--- config.mk ---
export PLATFORM = sky130hd
export DESIGN_NAME = fpga_cfg_seq
export DESIGN_NICKNAME = d
export VERILOG_FILES = /design/src/rtl/cfg_seq_pkg.sv /design/src/rtl/cfg_delay_timer.sv /design/src/rtl/spi_byte_shifter.sv /design/src/rtl/fpga_cfg_seq.sv
export SDC_FILE = /design/constraint.sdc
export NUM_CORES = 1
export LEC_CHECK = 0
export ABC_AREA = 1
export BUFFER_PORTS_ARGS = -buffer_cell sky130_fd_sc_hd__buf_2
export CELL_PAD_IN_SITES_DETAIL_PLACEMENT = 1
export CELL_PAD_IN_SITES_GLOBAL_PLACEMENT = 1
export CORE_UTILIZATION = 39
export CTS_CLUSTER_SIZE = 24
export DETAILED_ROUTE_END_ITERATION = 10
export PLACE_DENSITY_LB_ADDON = 0.25
export SYNTH_ARGS = -nofsm -noshare
export SYNTH_HDL_FRONTEND = slang
export SYNTH_SLANG_ARGS = --single-unit
--- constraint.sdc ---
create_clock -name clk -period 2.6 [get_ports clk]
set_input_delay 0.26 -clock clk [delete_from_list [all_inputs] [get_ports clk]]
set_output_delay 0.26 -clock clk [all_outputs]
set_load 0.01 [all_outputs]
--- src/rtl/cfg_seq_pkg.sv ---
package cfg_seq_pkg;

  typedef enum logic [2:0] {
    ST_IDLE,
    ST_CSLO,
    ST_RSTLO,
    ST_CLEAR,
    ST_DATA,
    ST_DUMMY,
    ST_DONE
  } seq_state_t;

  localparam int unsigned TRAIL_BYTES = 12;
  localparam int unsigned FREE_BYTES  = 7;
  localparam logic [7:0]  FILL_BYTE   = 8'hFF;

  // cycles for a delay of ms milliseconds, divided by scale, never below 1
  function automatic longint unsigned delay_cycles(input longint unsigned clk_hz,
                                                   input longint unsigned ms,
                                                   input longint unsigned scale);
    longint unsigned c;
    c = (clk_hz / 1000) * ms / scale;
    return (c == 0) ? 1 : c;
  endfunction

  function automatic int unsigned trail_count(input logic keep);
    return keep ? (TRAIL_BYTES + FREE_BYTES) : TRAIL_BYTES;
  endfunction

endpackage

--- src/rtl/cfg_delay_timer.sv ---
module cfg_delay_timer #(
  parameter int unsigned W = 16
) (
  input  logic         clk,
  input  logic         rst_n,
  input  logic         load_i,
  input  logic [W-1:0] val_i,
  output logic         zero_o
);
  logic [W-1:0] cnt;

  always_ff @(posedge clk or negedge rst_n) begin
    if (!rst_n)            cnt <= '0;
    else if (load_i)       cnt <= val_i - W'(1);
    else if (cnt != '0)    cnt <= cnt - W'(1);
  end

  assign zero_o = (cnt == '0);
endmodule

--- src/rtl/spi_byte_shifter.sv ---
module spi_byte_shifter #(
  parameter int unsigned HALF = 2
) (
  input  logic       clk,
  input  logic       rst_n,
  input  logic       load_i,
  input  logic [7:0] byte_i,
  output logic       active_o,
  output logic       sck_o,
  output logic       mosi_o
);
  localparam int unsigned HW = (HALF > 1) ? $clog2(HALF) : 1;

  logic [HW-1:0] hcnt;
  logic [2:0]    bit_q;
  logic          ph;
  logic          act;
  logic [7:0]    sh;

  wire half_end  = (hcnt == HW'(HALF - 1));
  wire fall_evt  = act && half_end && ph;
  wire byte_end  = fall_evt && (bit_q == 3'd7);

  always_ff @(posedge clk or negedge rst_n) begin
    if (!rst_n) begin
      hcnt <= '0; bit_q <= '0; ph <= 1'b0; act <= 1'b0; sh <= '0;
    end else if (load_i && !act) begin
      act <= 1'b1; sh <= byte_i; bit_q <= '0; ph <= 1'b0; hcnt <= '0;
    end else if (act) begin
      if (half_end) begin
        hcnt <= '0;
        ph   <= ~ph;
        if (byte_end)      act <= 1'b0;
        else if (fall_evt) begin
          bit_q <= bit_q + 3'd1;
          sh    <= {sh[6:0], 1'b0};
        end
      end else begin
        hcnt <= hcnt + HW'(1);
      end
    end
  end

  assign active_o = act;
  assign sck_o    = ph;
  assign mosi_o   = sh[7];


  mosi_stable_chk: assert property (@(posedge clk) disable iff (!rst_n)
    $rose(sck_o) |-> $stable(mosi_o));


  sck_idle_chk: assert property (@(posedge clk) disable iff (!rst_n)
    !act |-> !sck_o);
endmodule

--- src/rtl/fpga_cfg_seq.sv ---
module fpga_cfg_seq
  import cfg_seq_pkg::*;
#(
  parameter longint unsigned CLK_HZ   = 250_000_000,
  parameter longint unsigned TIME_DIV = 1,
  parameter int unsigned     SCK_HALF = 2
) (
  input  logic       clk,
  input  logic       rst_n,
  input  logic       start_i,
  input  logic       keep_pins_i,
  input  logic       img_valid_i,
  input  logic [7:0] img_data_i,
  input  logic       img_last_i,
  output logic       img_ready_o,
  output logic       spi_sck_o,
  output logic       spi_mosi_o,
  output logic       spi_cs_n_o,
  output logic       cfg_rst_n_o,
  output logic       busy_o,
  output logic       done_o
);
  localparam longint unsigned RST_CYC = delay_cycles(CLK_HZ, 2, TIME_DIV);
  localparam longint unsigned CLR_CYC = delay_cycles(CLK_HZ, 200, TIME_DIV);
  localparam longint unsigned MAX_CYC = (CLR_CYC > RST_CYC) ? CLR_CYC : RST_CYC;
  localparam int unsigned     TW      = $clog2(MAX_CYC + 1);
  localparam int unsigned     DW      = $clog2(TRAIL_BYTES + FREE_BYTES + 1);

  seq_state_t st, nxt;
  logic          last_seen;
  logic [DW-1:0] dsent, target;
  logic          tmr_load, tmr_zero;
  logic [TW-1:0] tmr_val;
  logic          tx_load, tx_active;
  logic [7:0]    tx_byte;

  cfg_delay_timer #(.W(TW)) u_timer (
    .clk(clk), .rst_n(rst_n), .load_i(tmr_load), .val_i(tmr_val), .zero_o(tmr_zero)
  );

  spi_byte_shifter #(.HALF(SCK_HALF)) u_shift (
    .clk(clk), .rst_n(rst_n), .load_i(tx_load), .byte_i(tx_byte),
    .active_o(tx_active), .sck_o(spi_sck_o), .mosi_o(spi_mosi_o)
  );

  assign img_ready_o = (st == ST_DATA) && !last_seen && !tx_active;
  assign busy_o      = (st != ST_IDLE) && (st != ST_DONE);
  assign spi_cs_n_o  = !busy_o;
  assign cfg_rst_n_o = (st != ST_RSTLO);
  assign done_o      = (st == ST_DONE);

  wire img_take   = img_valid_i && img_ready_o;
  wire fill_left  = (dsent != target);

  always_comb begin
    nxt      = st;
    tmr_load = 1'b0;
    tmr_val  = TW'(RST_CYC);
    tx_load  = 1'b0;
    tx_byte  = img_data_i;
    case (st)
      ST_IDLE:  if (start_i) nxt = ST_CSLO;
      ST_CSLO: begin
        tmr_load = 1'b1;
        nxt      = ST_RSTLO;
      end
      ST_RSTLO: if (tmr_zero) begin
        tmr_load = 1'b1;
        tmr_val  = TW'(CLR_CYC);
        nxt      = ST_CLEAR;
      end
      ST_CLEAR: if (tmr_zero) nxt = ST_DATA;
      ST_DATA: begin
        if (last_seen && !tx_active) nxt = ST_DUMMY;
        else                         tx_load = img_take;
      end
      ST_DUMMY: if (!tx_active) begin
        if (fill_left) begin
          tx_load = 1'b1;
          tx_byte = FILL_BYTE;
        end else begin
          nxt = ST_DONE;
        end
      end
      ST_DONE:  nxt = ST_IDLE;
      default:  nxt = ST_IDLE;
    endcase
  end

  always_ff @(posedge clk or negedge rst_n) begin
    if (!rst_n) begin
      st <= ST_IDLE; last_seen <= 1'b0; dsent <= '0; target <= '0;
    end else begin
      st <= nxt;
      if (st == ST_IDLE && start_i) begin
        last_seen <= 1'b0;
        dsent     <= '0;
        target    <= DW'(trail_count(keep_pins_i));
      end
      if (st == ST_DATA && img_take && img_last_i) last_seen <= 1'b1;
      if (st == ST_DUMMY && tx_load) dsent <= dsent + DW'(1);
    end
  end

  // cycles the configuration reset has been held low, for the width check
  logic [TW-1:0] rst_low_cnt;
  always_ff @(posedge clk or negedge rst_n) begin
    if (!rst_n)            rst_low_cnt <= '0;
    else if (!cfg_rst_n_o) rst_low_cnt <= rst_low_cnt + TW'(1);
    else                   rst_low_cnt <= '0;
  end


  idle_quiet_chk: assert property (@(posedge clk) disable iff (!rst_n)
    !busy_o |-> (spi_cs_n_o && !spi_sck_o && cfg_rst_n_o));


  rst_width_chk: assert property (@(posedge clk) disable iff (!rst_n)
    $rose(cfg_rst_n_o) |-> (rst_low_cnt == TW'(RST_CYC)));


  no_clock_early_chk: assert property (@(posedge clk) disable iff (!rst_n)
    (st == ST_CSLO || st == ST_RSTLO || st == ST_CLEAR) |-> !spi_sck_o);


  load_take_chk: assert property (@(posedge clk) disable iff (!rst_n)
    tx_load |=> tx_active);


  fill_total_chk: assert property (@(posedge clk) disable iff (!rst_n)
    $rose(done_o) |-> (dsent == target) && !tx_active);


  done_release_chk: assert property (@(posedge clk) disable iff (!rst_n)
    done_o |-> $rose(spi_cs_n_o) && !busy_o);


  start_ignored_chk: assert property (@(posedge clk) disable iff (!rst_n)
    (busy_o && start_i && st != ST_CSLO) |=> busy_o || done_o);
endmodule

==> impl_metrics.toml, run 1 <==
[floorplan]
die_h_um = 94.1
dieArea_um2 = 8850
io_pins = 21
die_w_um = 94.1
core_um2 = 8220
start_util_pct = 40.2
core.rowCount = 33

[worst_setup_path]
worstPathArrival_ns = 2.65
crit_chain = "inv_2 > or2_4 > nor2_8 > inv_4 > nand2_4 > inv_2 > nand2_1 > ha_1 > nand2_1 > nor2_2 > inv_2 > nor2_2 > xor2_1 > nor2_1"
crit_path_start_kind = "flop"
r2r_end = "u_timer.cnt[14]"
reg2reg_depth = 14
r2r_slack_ns = 0.15
critPathSlowestCell = "dfrtp_1"
timing.rr.start = "st[0]"
slowest_delay_ns = 0.43
path_common_cell = "inv_2"
path_max_fanout = 28
endpoint_kind = "flop"
criticalPathCategory = "flop to flop"
worstPathRequired_ns = 2.80

[detailed_routing]
wire_per_inst_um = 15.4
drtIter0Drc = 72
vias = 2890
vias_per_cell = 5.08
drt-total-wl_mm = 8.78
firstDrtPassIters = 4
drc_errors = 0
ant_nets = 0

[pwr]
clockPowerShare_pct = 45.2
leakage_nw = 2.09
switching_share_pct = 20.7
power_density_nw_per_um2 = 407
p_switching_mw = 0.310
total_power_mw = 1.50
ir_drop_v = 0.000239
p_int_mw = 1.19
combPwrFrac_pct = 1.8
seqPwrFrac_pct = 53.0

[cts]
cts_buffers = 5
clk_latency_ns = 0.31
postCtsHoldBufs = 0
cts_tree = "yes"
cts_root_buffer = "clkbuf_8"
cts_max_level = 2
cts_sinks = 51
path_clk_slew_ns = 0.10
clock_path_buffers = 2

[timing]
fmax_mhz = 409
fin_skew_ns = 0.0100
fin_hold_ws_ns = 0.0686
finalSetupViolCount = 0
fin_crit_ns = 2.45
drv_slew = 0
rsz0062_at_grt = "no"
finalCritPeriodShare_pct = 94.0
tightestPinTransition_ns = 0.694
maxSlewHeadroom_pct = 53.7
tns_ns = 0
hold_viol = 0

[grt]
grt_first_pass_wirelength_mm = 14.6
grtUsageTotal_pct = 21.7
grt_max_degree = 52
overflow = 0
antenna_found_initial = 0
grt_pass1_vias = 3028

[final_layout]
num_antenna_cells = 0
layout.nets = 481
syn_to_final_growth_pct = 11.3
drive_gt1_share_pct = 22.6

[yosys]
synth-seq-cells = 51
synth_edf_count = 0
synth_top_area_share_pct = 38.6
synthTopCellsByArea = "dfrtp_1 39%, nand2_1 9.4%, inv_1 7.7%"
netlist_instances = 434
synth-main-ff-cell = "dfrtp_1"
syn_nets = 452
synth_area_per_cell_um2 = 7.62
synthArstFlopShare_pct = 100
synth_seq_area_share_pct = 38.6
synthTopCellsByCount = "83 x nand2_1, 68 x inv_1, 51 x dfrtp_1"
yosys_warnings = 0
post-synth-top-count-cell = "nand2_1"
syn_area_um2 = 3310
yosysTopAreaCell = "dfrtp_1"
synth.distinct_cells = 43

[place]
portBuffers = 20
place_congestion = 0.848
dp_hpwl_mm = 6.68

[run_status]
outcome = "finished clean"

[flow_run]
maxCapViolCount = 0

[hold_path]
hold_class = "primary input to asynchronous set/reset pin"
[final cells by class]
| cell class | count | area [um2] |
|---|---|---|
| fillers | 1051 | 4540 |
| multi-input cells | 295 | 1660 |
| flip-flops and latches | 51 | 1280 |
| inverters | 81 | 307 |
| repair buffers | 29 | 168 |
| well taps | 105 | 131 |
| clock buffers | 6 | 72.6 |
| clock inverters | 2 | 60.1 |
[worst max-delay path: cells and delay by family, from the launching register on]
family | cells | cell delay, ns
xor gates and xnor gates | 1 | 0.20
DFF | 1 | 0.43
adders and majority gates | 1 | 0.22
and+or+nand+nor | 8 | 1.10
buffers and inverters | 4 | 0.38
[how the worst max path moves through the flow]
stage               startpoint         endpoint  slack (ns)  cells after the start
3_3_place_gp             st[0]  u_timer.cnt[22]        0.26                     14
2_1_floorplan  u_timer.cnt[25]  u_timer.cnt[14]        0.47                     13
6_report                 st[0]  u_timer.cnt[14]        0.15                     14
3_5_place_dp             st[0]  u_timer.cnt[14]        0.15                     14
4_1_cts                  st[0]  u_timer.cnt[14]        0.13                     14
5_1_grt                  st[0]  u_timer.cnt[22]       0.001                     14
[stage by stage]
| stage | instances | setup WS, ns | instance area, um2 | util, % |
|---|---|---|---|---|
| 3_3_place_gp | 559 | 0.260 | 3530 | 42.9 |
| 4_1_cts | 567 | 0.129 | 3660 | 44.5 |
| 5_1_grt | 569 | 0.00146 | 3680 | 44.8 |
| 2_1_floorplan | 434 | 0.469 | 3310 | - |
| 3_5_place_dp | 559 | 0.151 | 3530 | 42.9 |
| 6_report | 569 | 0.155 | 3680 | 44.8 |
[routing by layer]
metal / part of all wire (%) / vias to the layer above / wire (um) / global-route usage, %
met5: 0 / - / 0 / 0
met4: 1.3 / 0 / 115 / 5.38
met3: 2.0 / 9 / 175 / 2.67
met2: 50 / 31 / 4420 / 40.1
met1: 46 / 1410 / 4070 / 26.3
li1: - / 1440 / - / -
[layout by cell type (no fill, tap or decap), types with 2 or more instances in the layout]
master,n
o21bai_1,2
clkbuf_8,5
buf_4,9
nor3_1,2
nand3_2,8
nand2_2,17
buf_2,20
or2_4,2
a21oi_1,15
o21ai_0,20
bufinv_16,2
xor2_1,7
inv_2,12
nand4_1,5
o211ai_1,3
o221ai_1,4
nor2_4,8
ha_1,4
o22ai_1,6
nand2_1,83
inv_1,68
nor2_1,44
xnor2_1,4
dfrtp_1,51
nand3_1,32
nor3_2,2
o211ai_2,3
nor2_2,10
[cells by family after synthesis]
kind of cell	Yosys count	share of synthesized area (%)
compound gates	61	11.7
buf+inv	88	11.2
flops	51	38.6
simple gates	219	34.1
fa+ha+maj	4	1.51
xor+xnor	11	2.91
[state kept, by name, indices dropped and copies added (netlist names)]
signal and cells:
st 3, target 2, u_shift.bit_q 3, last_seen 1, u_shift.active_o 1, u_timer.cnt 26
u_shift.sck_o 1, u_shift.half_end 1, u_shift.sh 8, dsent 5
[power by group through the flow]
| stage | clock network [mW] | logic (mW) | registers (mW) |
|---|---|---|---|
| 2_1_floorplan | 0 | 0.0000154 | 0.808 |
| 3_3_place_gp | 0 | 0.0278 | 0.808 |
| 3_5_place_dp | 0 | 0.0281 | 0.808 |
| 4_1_cts | 0.685 | 0.0281 | 0.793 |
| 5_1_grt | 0.717 | 0.0317 | 0.793 |
| 6_report | 0.677 | 0.0265 | 0.793 |
[repair_timing]
item / CTS / global route
resized for setup: 0 / 1
setup endpoints to repair: 0 / 6
buffers inserted: 0 / 2
No activity file was read; power rests on OpenSTA's default activity.
==> run 2, diff against run 1 <==
CELL_PAD_IN_SITES_DETAIL_PLACEMENT = 0   (was 1)
==> impl_metrics.toml, run 2 (synthesis results as in run 1) <==
[detailed_routing]
firstDrtPassIters = 4
vias = 2778
vias_per_cell = 4.90
drtIter0Drc = 124
drt-total-wl_mm = 7.91
drc_errors = 0
ant_nets = 0
wire_per_inst_um = 13.9

[grt]
grt_first_pass_wirelength_mm = 13.5
antenna_found_initial = 0
grtUsageTotal_pct = 19.9
grt_max_degree = 52
overflow = 0
grt_pass1_vias = 2851

[flow_run]
maxCapViolCount = 0

[timing]
finalSetupViolCount = 0
fin_crit_ns = 2.34
hold_viol = 0
maxSlewHeadroom_pct = 54.3
rsz0062_at_grt = "no"
finalCritPeriodShare_pct = 90.0
tightestPinTransition_ns = 0.686
drv_slew = 0
fmax_mhz = 427
fin_skew_ns = 0.00980
tns_ns = 0

[floorplan]
start_util_pct = 40.2
core_um2 = 8220
io_pins = 21
core.rowCount = 33
die_w_um = 94.1
die_h_um = 94.1
dieArea_um2 = 8850

[place]
portBuffers = 20
dp_hpwl_mm = 5.97
place_congestion = 0.848
place_inst = 559

[pwr]
p_int_mw = 0.998
p_switching_mw = 0.327
seqPwrFrac_pct = 59.9
combPwrFrac_pct = 2.0
total_power_mw = 1.32
power_density_nw_per_um2 = 365
ir_drop_v = 0.000194
clockPowerShare_pct = 38.2
leakage_nw = 2.07
switching_share_pct = 24.7

[worst_setup_path]
path_common_cell = "nand2_1"
worstPathRequired_ns = 2.83
crit_path_start_kind = "flop"
criticalPathCategory = "flop to flop"
slowest_delay_ns = 0.43
endpoint_kind = "flop"
worstPathArrival_ns = 2.57
critPathSlowestCell = "dfrtp_1"
cp.buffers_inverters = 4
path_max_fanout = 28
crit_chain = "inv_2 > or2_4 > nor2_8 > inv_4 > nand2_4 > inv_2 > nand2_1 > ha_1 > nand2_1 > nor2_4 > nand2_2 > nor2_4 > nand3_1 > nand2_1 > inv_1"
path_delay_family = "simple AND/OR/NAND/NOR gates"

[cts]
clock_path_buffers = 2
path_clk_slew_ns = 0.11
clk_latency_ns = 0.32
postCtsHoldBufs = 0
cts_setup_buffers = 0
cts_resized = 0
cts_buffers = 5
cts_sinks = 51
cts_max_level = 2
cts_root_buffer = "clkbuf_8"
cts_tree = "yes"

[final_layout]
finish.utilization_pct = 44.2
syn_to_final_growth_pct = 9.80
num_antenna_cells = 0
drive_gt1_share_pct = 22.5
top_regs = "u_timer.cnt (26), u_shift.sh (8), dsent (5)"
final_common_cell = "nand2_1"
finalNonFillerCells = 567
most-common-layout-cells = "83 x nand2_1, 68 x inv_1, 51 x dfrtp_1, 44 x nor2_1, 32 x nand3_1"
largest_register = "u_timer.cnt"
layout.nets = 479
largest_reg_flops = 26

[hold_path]
hold_class = "primary input to asynchronous set/reset pin"

[run_status]
outcome = "finished clean"
==> run 2: path summary, 6_finish.rpt <==
kind	end	depth (start not counted)	slack [ns]	start
setup / recovery	u_timer.cnt[24]	15	0.26	st[0]
hold / removal	u_timer.cnt[24]	2	0.07	rst_n
setup reg to reg	u_timer.cnt[24]	15	0.26	st[0]
hold reg to reg	target[3]	1	0.53	target[3]
max in group asynchronous	u_timer.cnt[3]	2	2.10	rst_n
min in group clk	target[1]	3	0.16	keep_pins_i
==> run 2: cell type report <==
| type | count | area, um2 |
|---|---|---|
| clock buffer | 5 | 68.8 |
| multi-input combinational | 295 | 1670 |
| fill | 859 | 4590 |
| sequential | 51 | 1280 |
| inverter | 81 | 307 |
| tap | 105 | 131 |
| clock inverter | 3 | 25.0 |
| timing repair buffer | 27 | 153 |
==> run 2: power by group through the flow <==
stage               sequential, mW  combinational, mW  clock, mW
floorplan                    0.808          0.0000154          0
global placement             0.808             0.0278          0
detailed placement           0.808             0.0279          0
CTS                          0.793             0.0280      0.526
global route                 0.793             0.0310      0.549
finish                       0.793             0.0261      0.506
==> run 2: routing by layer <==
layer  GRT usage (%)  vias to the layer above  wire [um]
li1                -                     1438          -
met1            24.8                     1297       3700
met2            35.2                       37       3930
met4            6.15                        0         70
met3            2.91                        6        205
met5               0                        -          0
==> run 2: metrics by stage <==
step	area [um2]	setup slack, ns	hold slack (ns)
global route	3630	0.0218	0.140
global placement	3530	0.260	0.440
finish	3630	0.261	0.0656
CTS	3620	0.212	0.0878
floorplan	3310	0.469	-0.0356
detailed placement	3530	0.229	0.439
==> run 2: worst register-to-register path, stage by stage (launching register included) <==
cell     delay, ns
dfrtp_1       0.43
inv_2         0.07
or2_4         0.27
nor2_8        0.17
inv_4         0.18
nand2_4       0.15
inv_2         0.05
nand2_1       0.05
ha_1          0.20
nand2_1       0.11
nor2_4        0.13
nand2_2       0.11
nor2_4        0.13
nand3_1       0.08
nand2_1       0.08
inv_1         0.04
